==> config.mk <==
export PLATFORM = sky130hd
export DESIGN_NAME = jtag_tap
export DESIGN_NICKNAME = d
export VERILOG_FILES = /design/src/rtl/jtag_tap_pkg.sv /design/src/rtl/jtag_tap_fsm.sv /design/src/rtl/jtag_tap_ir.sv /design/src/rtl/jtag_tap_dr.sv /design/src/rtl/jtag_tap.sv
export SDC_FILE = /design/constraint.sdc
export NUM_CORES = 1
export LEC_CHECK = 0
export BUFFER_PORTS_ARGS = -buffer_cell sky130_fd_sc_hd__buf_4
export CAP_MARGIN = 40
export CORE_ASPECT_RATIO = 2
export CORE_MARGIN = 2
export CORE_UTILIZATION = 35
export CTS_CLUSTER_DIAMETER = 120
export CTS_CLUSTER_SIZE = 40
export DETAILED_ROUTE_END_ITERATION = 10
export PLACE_DENSITY = 0.55
export SYNTH_ARGS = -nofsm -noshare
export SYNTH_HDL_FRONTEND = slang
export SYNTH_HIERARCHICAL = 1
export SYNTH_SLANG_ARGS = --single-unit
==> constraint.sdc <==
create_clock -name tck -period 5.55 [get_ports tck]
set_input_delay 1.11 -clock tck [delete_from_list [all_inputs] [get_ports tck]]
set_output_delay 1.11 -clock tck [all_outputs]
set_load 0.03 [all_outputs]
==> src/rtl/jtag_tap_pkg.sv <==
package jtag_tap_pkg;

   localparam int IR_W = 3;

   typedef enum logic [3:0] {
      TS_RESET  = 4'd0,
      TS_IDLE   = 4'd1,
      TS_SEL_DR = 4'd2,
      TS_CAP_DR = 4'd3,
      TS_SHF_DR = 4'd4,
      TS_EX1_DR = 4'd5,
      TS_PAU_DR = 4'd6,
      TS_EX2_DR = 4'd7,
      TS_UPD_DR = 4'd8,
      TS_SEL_IR = 4'd9,
      TS_CAP_IR = 4'd10,
      TS_SHF_IR = 4'd11,
      TS_EX1_IR = 4'd12,
      TS_PAU_IR = 4'd13,
      TS_EX2_IR = 4'd14,
      TS_UPD_IR = 4'd15
   } tap_state_e;

   typedef enum logic [1:0] {
      DR_BYPASS = 2'b00,
      DR_IDENT  = 2'b01,
      DR_BSCAN  = 2'b10
   } dr_sel_e;

   localparam logic [IR_W-1:0] OP_EXTEST  = 3'b000;
   localparam logic [IR_W-1:0] OP_IDCODE  = 3'b001;
   localparam logic [IR_W-1:0] OP_SAMPLEZ = 3'b010;
   localparam logic [IR_W-1:0] OP_SAMPLE  = 3'b100;
   localparam logic [IR_W-1:0] OP_BYPASS  = 3'b111;

   function automatic tap_state_e tap_next(input tap_state_e s, input logic m);
      tap_state_e n;
      case (s)
         TS_RESET:  n = m ? TS_RESET  : TS_IDLE;
         TS_IDLE:   n = m ? TS_SEL_DR : TS_IDLE;
         TS_SEL_DR: n = m ? TS_SEL_IR : TS_CAP_DR;
         TS_CAP_DR: n = m ? TS_EX1_DR : TS_SHF_DR;
         TS_SHF_DR: n = m ? TS_EX1_DR : TS_SHF_DR;
         TS_EX1_DR: n = m ? TS_UPD_DR : TS_PAU_DR;
         TS_PAU_DR: n = m ? TS_EX2_DR : TS_PAU_DR;
         TS_EX2_DR: n = m ? TS_UPD_DR : TS_SHF_DR;
         TS_UPD_DR: n = m ? TS_SEL_DR : TS_IDLE;
         TS_SEL_IR: n = m ? TS_RESET  : TS_CAP_IR;
         TS_CAP_IR: n = m ? TS_EX1_IR : TS_SHF_IR;
         TS_SHF_IR: n = m ? TS_EX1_IR : TS_SHF_IR;
         TS_EX1_IR: n = m ? TS_UPD_IR : TS_PAU_IR;
         TS_PAU_IR: n = m ? TS_EX2_IR : TS_PAU_IR;
         TS_EX2_IR: n = m ? TS_UPD_IR : TS_SHF_IR;
         default:   n = m ? TS_SEL_DR : TS_IDLE;
      endcase
      return n;
   endfunction

endpackage

==> src/rtl/jtag_tap_fsm.sv <==
module jtag_tap_fsm
   import jtag_tap_pkg::*;
(
   input  logic       tck,
   input  logic       por_n,
   input  logic       tms,
   output tap_state_e state_q
);

   tap_state_e state_d;

   always_comb state_d = tap_next(state_q, tms);

   always_ff @(posedge tck or negedge por_n) begin
      if (!por_n) state_q <= TS_RESET;
      else        state_q <= state_d;
   end

endmodule

==> src/rtl/jtag_tap_ir.sv <==
module jtag_tap_ir
   import jtag_tap_pkg::*;
(
   input  logic            tck,
   input  logic            por_n,
   input  logic            tdi,
   input  tap_state_e      state_q,
   output logic [IR_W-1:0] ir_q,
   output logic            ir_lsb
);

   localparam logic [IR_W-1:0] CAP_PATTERN = {{(IR_W-2){1'b0}}, 2'b01};

   logic [IR_W-1:0] ir_sh;

   always_ff @(posedge tck or negedge por_n) begin
      if (!por_n) begin
         ir_sh <= '0;
         ir_q  <= OP_IDCODE;
      end else begin
         case (state_q)
            TS_RESET:  ir_q  <= OP_IDCODE;
            TS_CAP_IR: ir_sh <= CAP_PATTERN;
            TS_SHF_IR: ir_sh <= {tdi, ir_sh[IR_W-1:1]};
            TS_UPD_IR: ir_q  <= ir_sh;
            default:   ;
         endcase
      end
   end

   assign ir_lsb = ir_sh[0];

endmodule

==> src/rtl/jtag_tap_dr.sv <==
module jtag_tap_dr
   import jtag_tap_pkg::*;
#(
   parameter int          BSR_LEN  = 20,
   parameter logic [31:0] ID_CODE  = 32'h4D7A_1C2B,
   parameter bit          BSR_HOLD = 1'b1
) (
   input  logic               tck,
   input  logic               por_n,
   input  logic               tdi,
   input  tap_state_e         state_q,
   input  dr_sel_e            dr_sel,
   input  logic [BSR_LEN-1:0] pad_in,
   output logic               dr_lsb,
   output logic [BSR_LEN-1:0] bsr_out
);

   localparam int ID_W = 32;

   logic               cap, shf, upd;
   logic               byp_q;
   logic [ID_W-1:0]    id_sh;
   logic [BSR_LEN-1:0] bsr_sh;
   logic               bsr_on;

   assign cap    = (state_q == TS_CAP_DR);
   assign shf    = (state_q == TS_SHF_DR);
   assign upd    = (state_q == TS_UPD_DR);
   assign bsr_on = (dr_sel == DR_BSCAN);

   // bypass stage: cleared on capture, holds the last shifted bit
   always_ff @(posedge tck or negedge por_n) begin
      if (!por_n)                                byp_q <= 1'b0;
      else if (dr_sel == DR_BYPASS && cap)       byp_q <= 1'b0;
      else if (dr_sel == DR_BYPASS && shf)       byp_q <= tdi;
   end

   // identification register, TDI enters at the top
   always_ff @(posedge tck or negedge por_n) begin
      if (!por_n)                                id_sh <= ID_CODE;
      else if (dr_sel == DR_IDENT && cap)        id_sh <= ID_CODE;
      else if (dr_sel == DR_IDENT && shf)        id_sh <= {tdi, id_sh[ID_W-1:1]};
   end

   // boundary chain cells
   for (genvar i = 0; i < BSR_LEN; i++) begin : g_cell
      logic nxt;
      logic cell_q;
      if (i == BSR_LEN - 1) begin : g_last
         assign nxt = tdi;
      end else begin : g_mid
         assign nxt = bsr_sh[i+1];
      end
      always_ff @(posedge tck or negedge por_n) begin
         if (!por_n)               cell_q <= 1'b0;
         else if (bsr_on && cap)   cell_q <= pad_in[i];
         else if (bsr_on && shf)   cell_q <= nxt;
      end
      assign bsr_sh[i] = cell_q;
   end

   // parallel output stage variant
   if (BSR_HOLD) begin : g_hold
      logic [BSR_LEN-1:0] hold_q;
      always_ff @(posedge tck or negedge por_n) begin
         if (!por_n)              hold_q <= '0;
         else if (bsr_on && upd)  hold_q <= bsr_sh;
      end
      assign bsr_out = hold_q;
   end else begin : g_flow
      assign bsr_out = bsr_sh;
   end

   always_comb begin
      case (dr_sel)
         DR_IDENT: dr_lsb = id_sh[0];
         DR_BSCAN: dr_lsb = bsr_sh[0];
         default:  dr_lsb = byp_q;
      endcase
   end

endmodule

==> src/rtl/jtag_tap.sv <==
module jtag_tap
   import jtag_tap_pkg::*;
#(
   parameter int          BSR_LEN  = 20,
   parameter logic [31:0] ID_CODE  = 32'h4D7A_1C2B,
   parameter bit          BSR_HOLD = 1'b1
) (
   input  logic               tck,
   input  logic               por_n,
   input  logic               tms,
   input  logic               tdi,
   input  logic [BSR_LEN-1:0] pad_in,
   output logic               tdo,
   output logic               tdo_en,
   output logic               dq_hiz,
   output logic [1:0]         dr_sel,
   output logic               capture_dr,
   output logic               update_dr,
   output logic [BSR_LEN-1:0] bsr_out
);

   if (BSR_LEN < 2) begin : g_bad_len
      $error("jtag_tap: BSR_LEN must be at least 2");
   end
   if (ID_CODE[0] != 1'b1) begin : g_bad_id
      $error("jtag_tap: ID_CODE bit 0 must be 1");
   end

   tap_state_e      state_q;
   logic [IR_W-1:0] ir_q;
   logic            ir_lsb;
   logic            dr_lsb;
   dr_sel_e         sel;
   logic            hiz;
   logic            tdo_q;
   logic            en_q;
   logic            in_shift;
   logic            shift_bit;

   jtag_tap_fsm u_fsm (
      .tck     (tck),
      .por_n   (por_n),
      .tms     (tms),
      .state_q (state_q)
   );

   jtag_tap_ir u_ir (
      .tck     (tck),
      .por_n   (por_n),
      .tdi     (tdi),
      .state_q (state_q),
      .ir_q    (ir_q),
      .ir_lsb  (ir_lsb)
   );

   always_comb begin
      sel = DR_BYPASS;
      hiz = 1'b0;
      case (ir_q)
         OP_EXTEST:  begin sel = DR_BSCAN; hiz = 1'b1; end
         OP_SAMPLEZ: begin sel = DR_BSCAN; hiz = 1'b1; end
         OP_SAMPLE:  sel = DR_BSCAN;
         OP_IDCODE:  sel = DR_IDENT;
         default:    sel = DR_BYPASS;
      endcase
   end

   jtag_tap_dr #(
      .BSR_LEN  (BSR_LEN),
      .ID_CODE  (ID_CODE),
      .BSR_HOLD (BSR_HOLD)
   ) u_dr (
      .tck     (tck),
      .por_n   (por_n),
      .tdi     (tdi),
      .state_q (state_q),
      .dr_sel  (sel),
      .pad_in  (pad_in),
      .dr_lsb  (dr_lsb),
      .bsr_out (bsr_out)
   );

   assign in_shift  = (state_q == TS_SHF_DR) || (state_q == TS_SHF_IR);
   assign shift_bit = (state_q == TS_SHF_IR) ? ir_lsb : dr_lsb;

   always_ff @(negedge tck or negedge por_n) begin
      if (!por_n) begin
         tdo_q <= 1'b0;
         en_q  <= 1'b0;
      end else begin
         tdo_q <= in_shift ? shift_bit : 1'b0;
         en_q  <= in_shift;
      end
   end

   assign tdo        = en_q ? tdo_q : 1'b0;
   assign tdo_en     = en_q;
   assign dq_hiz     = hiz;
   assign dr_sel     = sel;
   assign capture_dr = (state_q == TS_CAP_DR);
   assign update_dr  = (state_q == TS_UPD_DR);

endmodule

==> metrics.yaml <==
nets: 409
rr_worst_depth: 7
drt_iter0_drc: 106
cts.sinks: 85
die_y_um: 153
die_area_sq_um: 12000
power_frac_seq_pct: 39.8
pre_cts_ws_ns: 0.814
start_kind: "register"
worstPathRequired_ns: 4.44
dp_hpwl_mm: 5.60
slew_viol_final: 0
n_antenna_cell: 0
crit_fanout: 2
synth_seq_cells: 85
via_per_inst: 5.07
clock_skew_ns: 0.00771
routed_wl_mm: 8.38
cts_resized: 0
worstHoldPathType: "reg2reg"
detail_route.first_pass.iterations: 4
clk_latency_ns: 0.33
grt_first_pass_wirelength_mm: 14.0
hold_viol: 0
via_count: 2664
post-route-drc-count: 0
worstPathArrival_ns: 3.78
rows: 54
gp_congestion: 0.788
synth_area_sq_um: 3890
synth_ff_type: "dfrtp_1"
postRouteAntennaNets: 0
p_sw_share_pct: 33.0
ir_drop_mv: 0.292
cts_tree: "built"
holdBufCountCts: 0
root_buffer: "clkbuf_16"
ios: 51
crit_start: "tdo_en"
cts_max_path_buffers: 2
overflow: 0
fill_cells: 1027
initial_core_util_pct: 35.8
status: "complete, no violations"
maxCapViolations: 0
path_class: "reg2out"
multi_input_area_sq_um: 1540
htreeDepth: 3
max_slew_margin_pct: 39.6
endpoint: "tdo"
grt_max_degree: 56
core_sq_um: 10900
area_growth_pct: 22.3
synthArstFlopShare_pct: 100
end_kind: "primary output"
avgSynthCellArea_sq_um: 11.7
ff2ff_setup_slack_ns: 0.82
holdWs_ns: 0.508
rsz0062_at_grt: "no"
finalSetupTns_ns: 0
p_clk_share_pct: 27.5
grt_pass1_vias: 2728
syn_inst: 334
die_width_um: 78.6
ys_seq_area_share_pct: 55.2
antenna_found_initial: 0
reg2reg_from: "u_ir/ir_q[0]"
hold_path.startpoint: "u_dr/bsr_out[13]"
leakagePower_uw: 0.00226
cts_setup_buffers: 0
path_clk_slew_ns: 0.06
layout-drive-gt1-share_pct: 33.8
p_total_uw: 2620
worst_slack_ns: 0.659
setup-violations-final: 0
ff_latch_area_sq_um: 2150
yosysWarningCount: 6
rr_endpoint: "tdo_q"
p_switching_uw: 864
yosysUniqueCellTypes: 44
groute.usage.overall_pct: 15.1
power_density_nw_per_um2: 549
syn_nets: 363
synth-edff-count: 0
cts_buffers: 9
wl_per_cell_um: 16.0
p_int_uw: 1750
port_buffers: 50
p_comb_share_pct: 32.8
tightestPinTransition_ns: 0.906
## cells by family after synthesis
logic type               count (synthesis)  share of synthesized area (%)
AO/OA/AOI/OAI                           72                           13.1
adder cells (fa/ha/maj)                  5                           1.61
buffers and inverters                   48                           5.56
flip-flops                              85                           55.2
multiplexers                            53                           14.8
AND/OR/NAND/NOR                         71                           9.83
## metal layers
layer  up-vias  part of all wire [%]  global-route usage [%]  wire [um]
met1      1322                    40                    17.6       3350
met2        44                    54                    25.4       4510
met5         -                     0                       0          0
li1       1280                     -                       -          -
met4         0                   3.3                    8.52        276
met3        18                   3.0                    2.89        248
## cell usage after synthesis, types with 6 or more instances
master	instances	area, sq um
nand2_1	34	128
o22ai_1	24	150
a2bb2oi_1	20	175
buf_4	8	60.1
o21ai_0	6	30.0
nand2b_1	9	56.3
clkbuf_1	8	30.0
a21oi_1	9	45.0
mux2_2	35	394
mux2i_1	17	170
inv_1	26	97.6
dfrtp_1	66	1650
dfstp_2	17	447
## power by group through the flow
stage               registers (uW)  logic [uW]  clock network (uW)
finish                        1040         858                 719
floorplan                     1030         649                   0
detailed placement            1050         869                   0
CTS                           1040         873                 739
global route                  1080         952                 765
global placement              1040         851                   0
## cell usage in the layout (no fill, tap or decap), drive strengths merged, types with 5 or more instances in the layout
cell	instances
nand2	34
clkbuf	11
ha	5
nand2b	9
dfstp	17
a2bb2oi	20
o22ai	25
nor2	5
o21ai	6
mux2	36
buf	57
dfrtp	66
inv	26
a21oi	11
mux2i	17
## worst max-delay path, cell delays in order, from the launching register on
cell and delay [ns]:
dfrtn_1 0.40, and2_1 0.12, buf_4 0.15
## area by class of cell
cell class                 count  area share, %
sequential                    85           45.1
multi-input combinational    201           32.4
timing repair buffer          57           9.30
clock buffer                  11           4.88
tap                          140           3.68
clock inverter                 5           2.63
inverter                      26           2.05
## sequential cells by signal (all words and copies together), names as in the netlist
name and flops:
u_fsm/state_q 4, tdo_q 1, u_dr/byp_q 1, u_dr/bsr_out 20
u_dr/g_cell.nxt 18, u_ir/ir_sh 3, u_dr/g_cell.cell_q 2, u_ir/ir_q 3
u_dr/id_sh 32, tdo_en 1
## metrics by stage
step,cells,instance area [sq um],util [%]
after floorplan,334,3890,-
after global placement,507,4380,40.2
after detailed placement,509,4410,40.5
after CTS,525,4760,43.8
after global routing,525,4760,43.8
final,525,4760,43.8
## worst min-delay path by stage
stage               depth (start not counted)               end
global route                                2    u_dr/id_sh[25]
finish                                      1  u_dr/bsr_out[13]
floorplan                                   2     u_ir/ir_sh[2]
CTS                                         2    u_dr/id_sh[25]
global placement                            1  u_dr/bsr_out[17]
detailed placement                          1  u_dr/bsr_out[13]
Power figures use the tool's default switching activity.
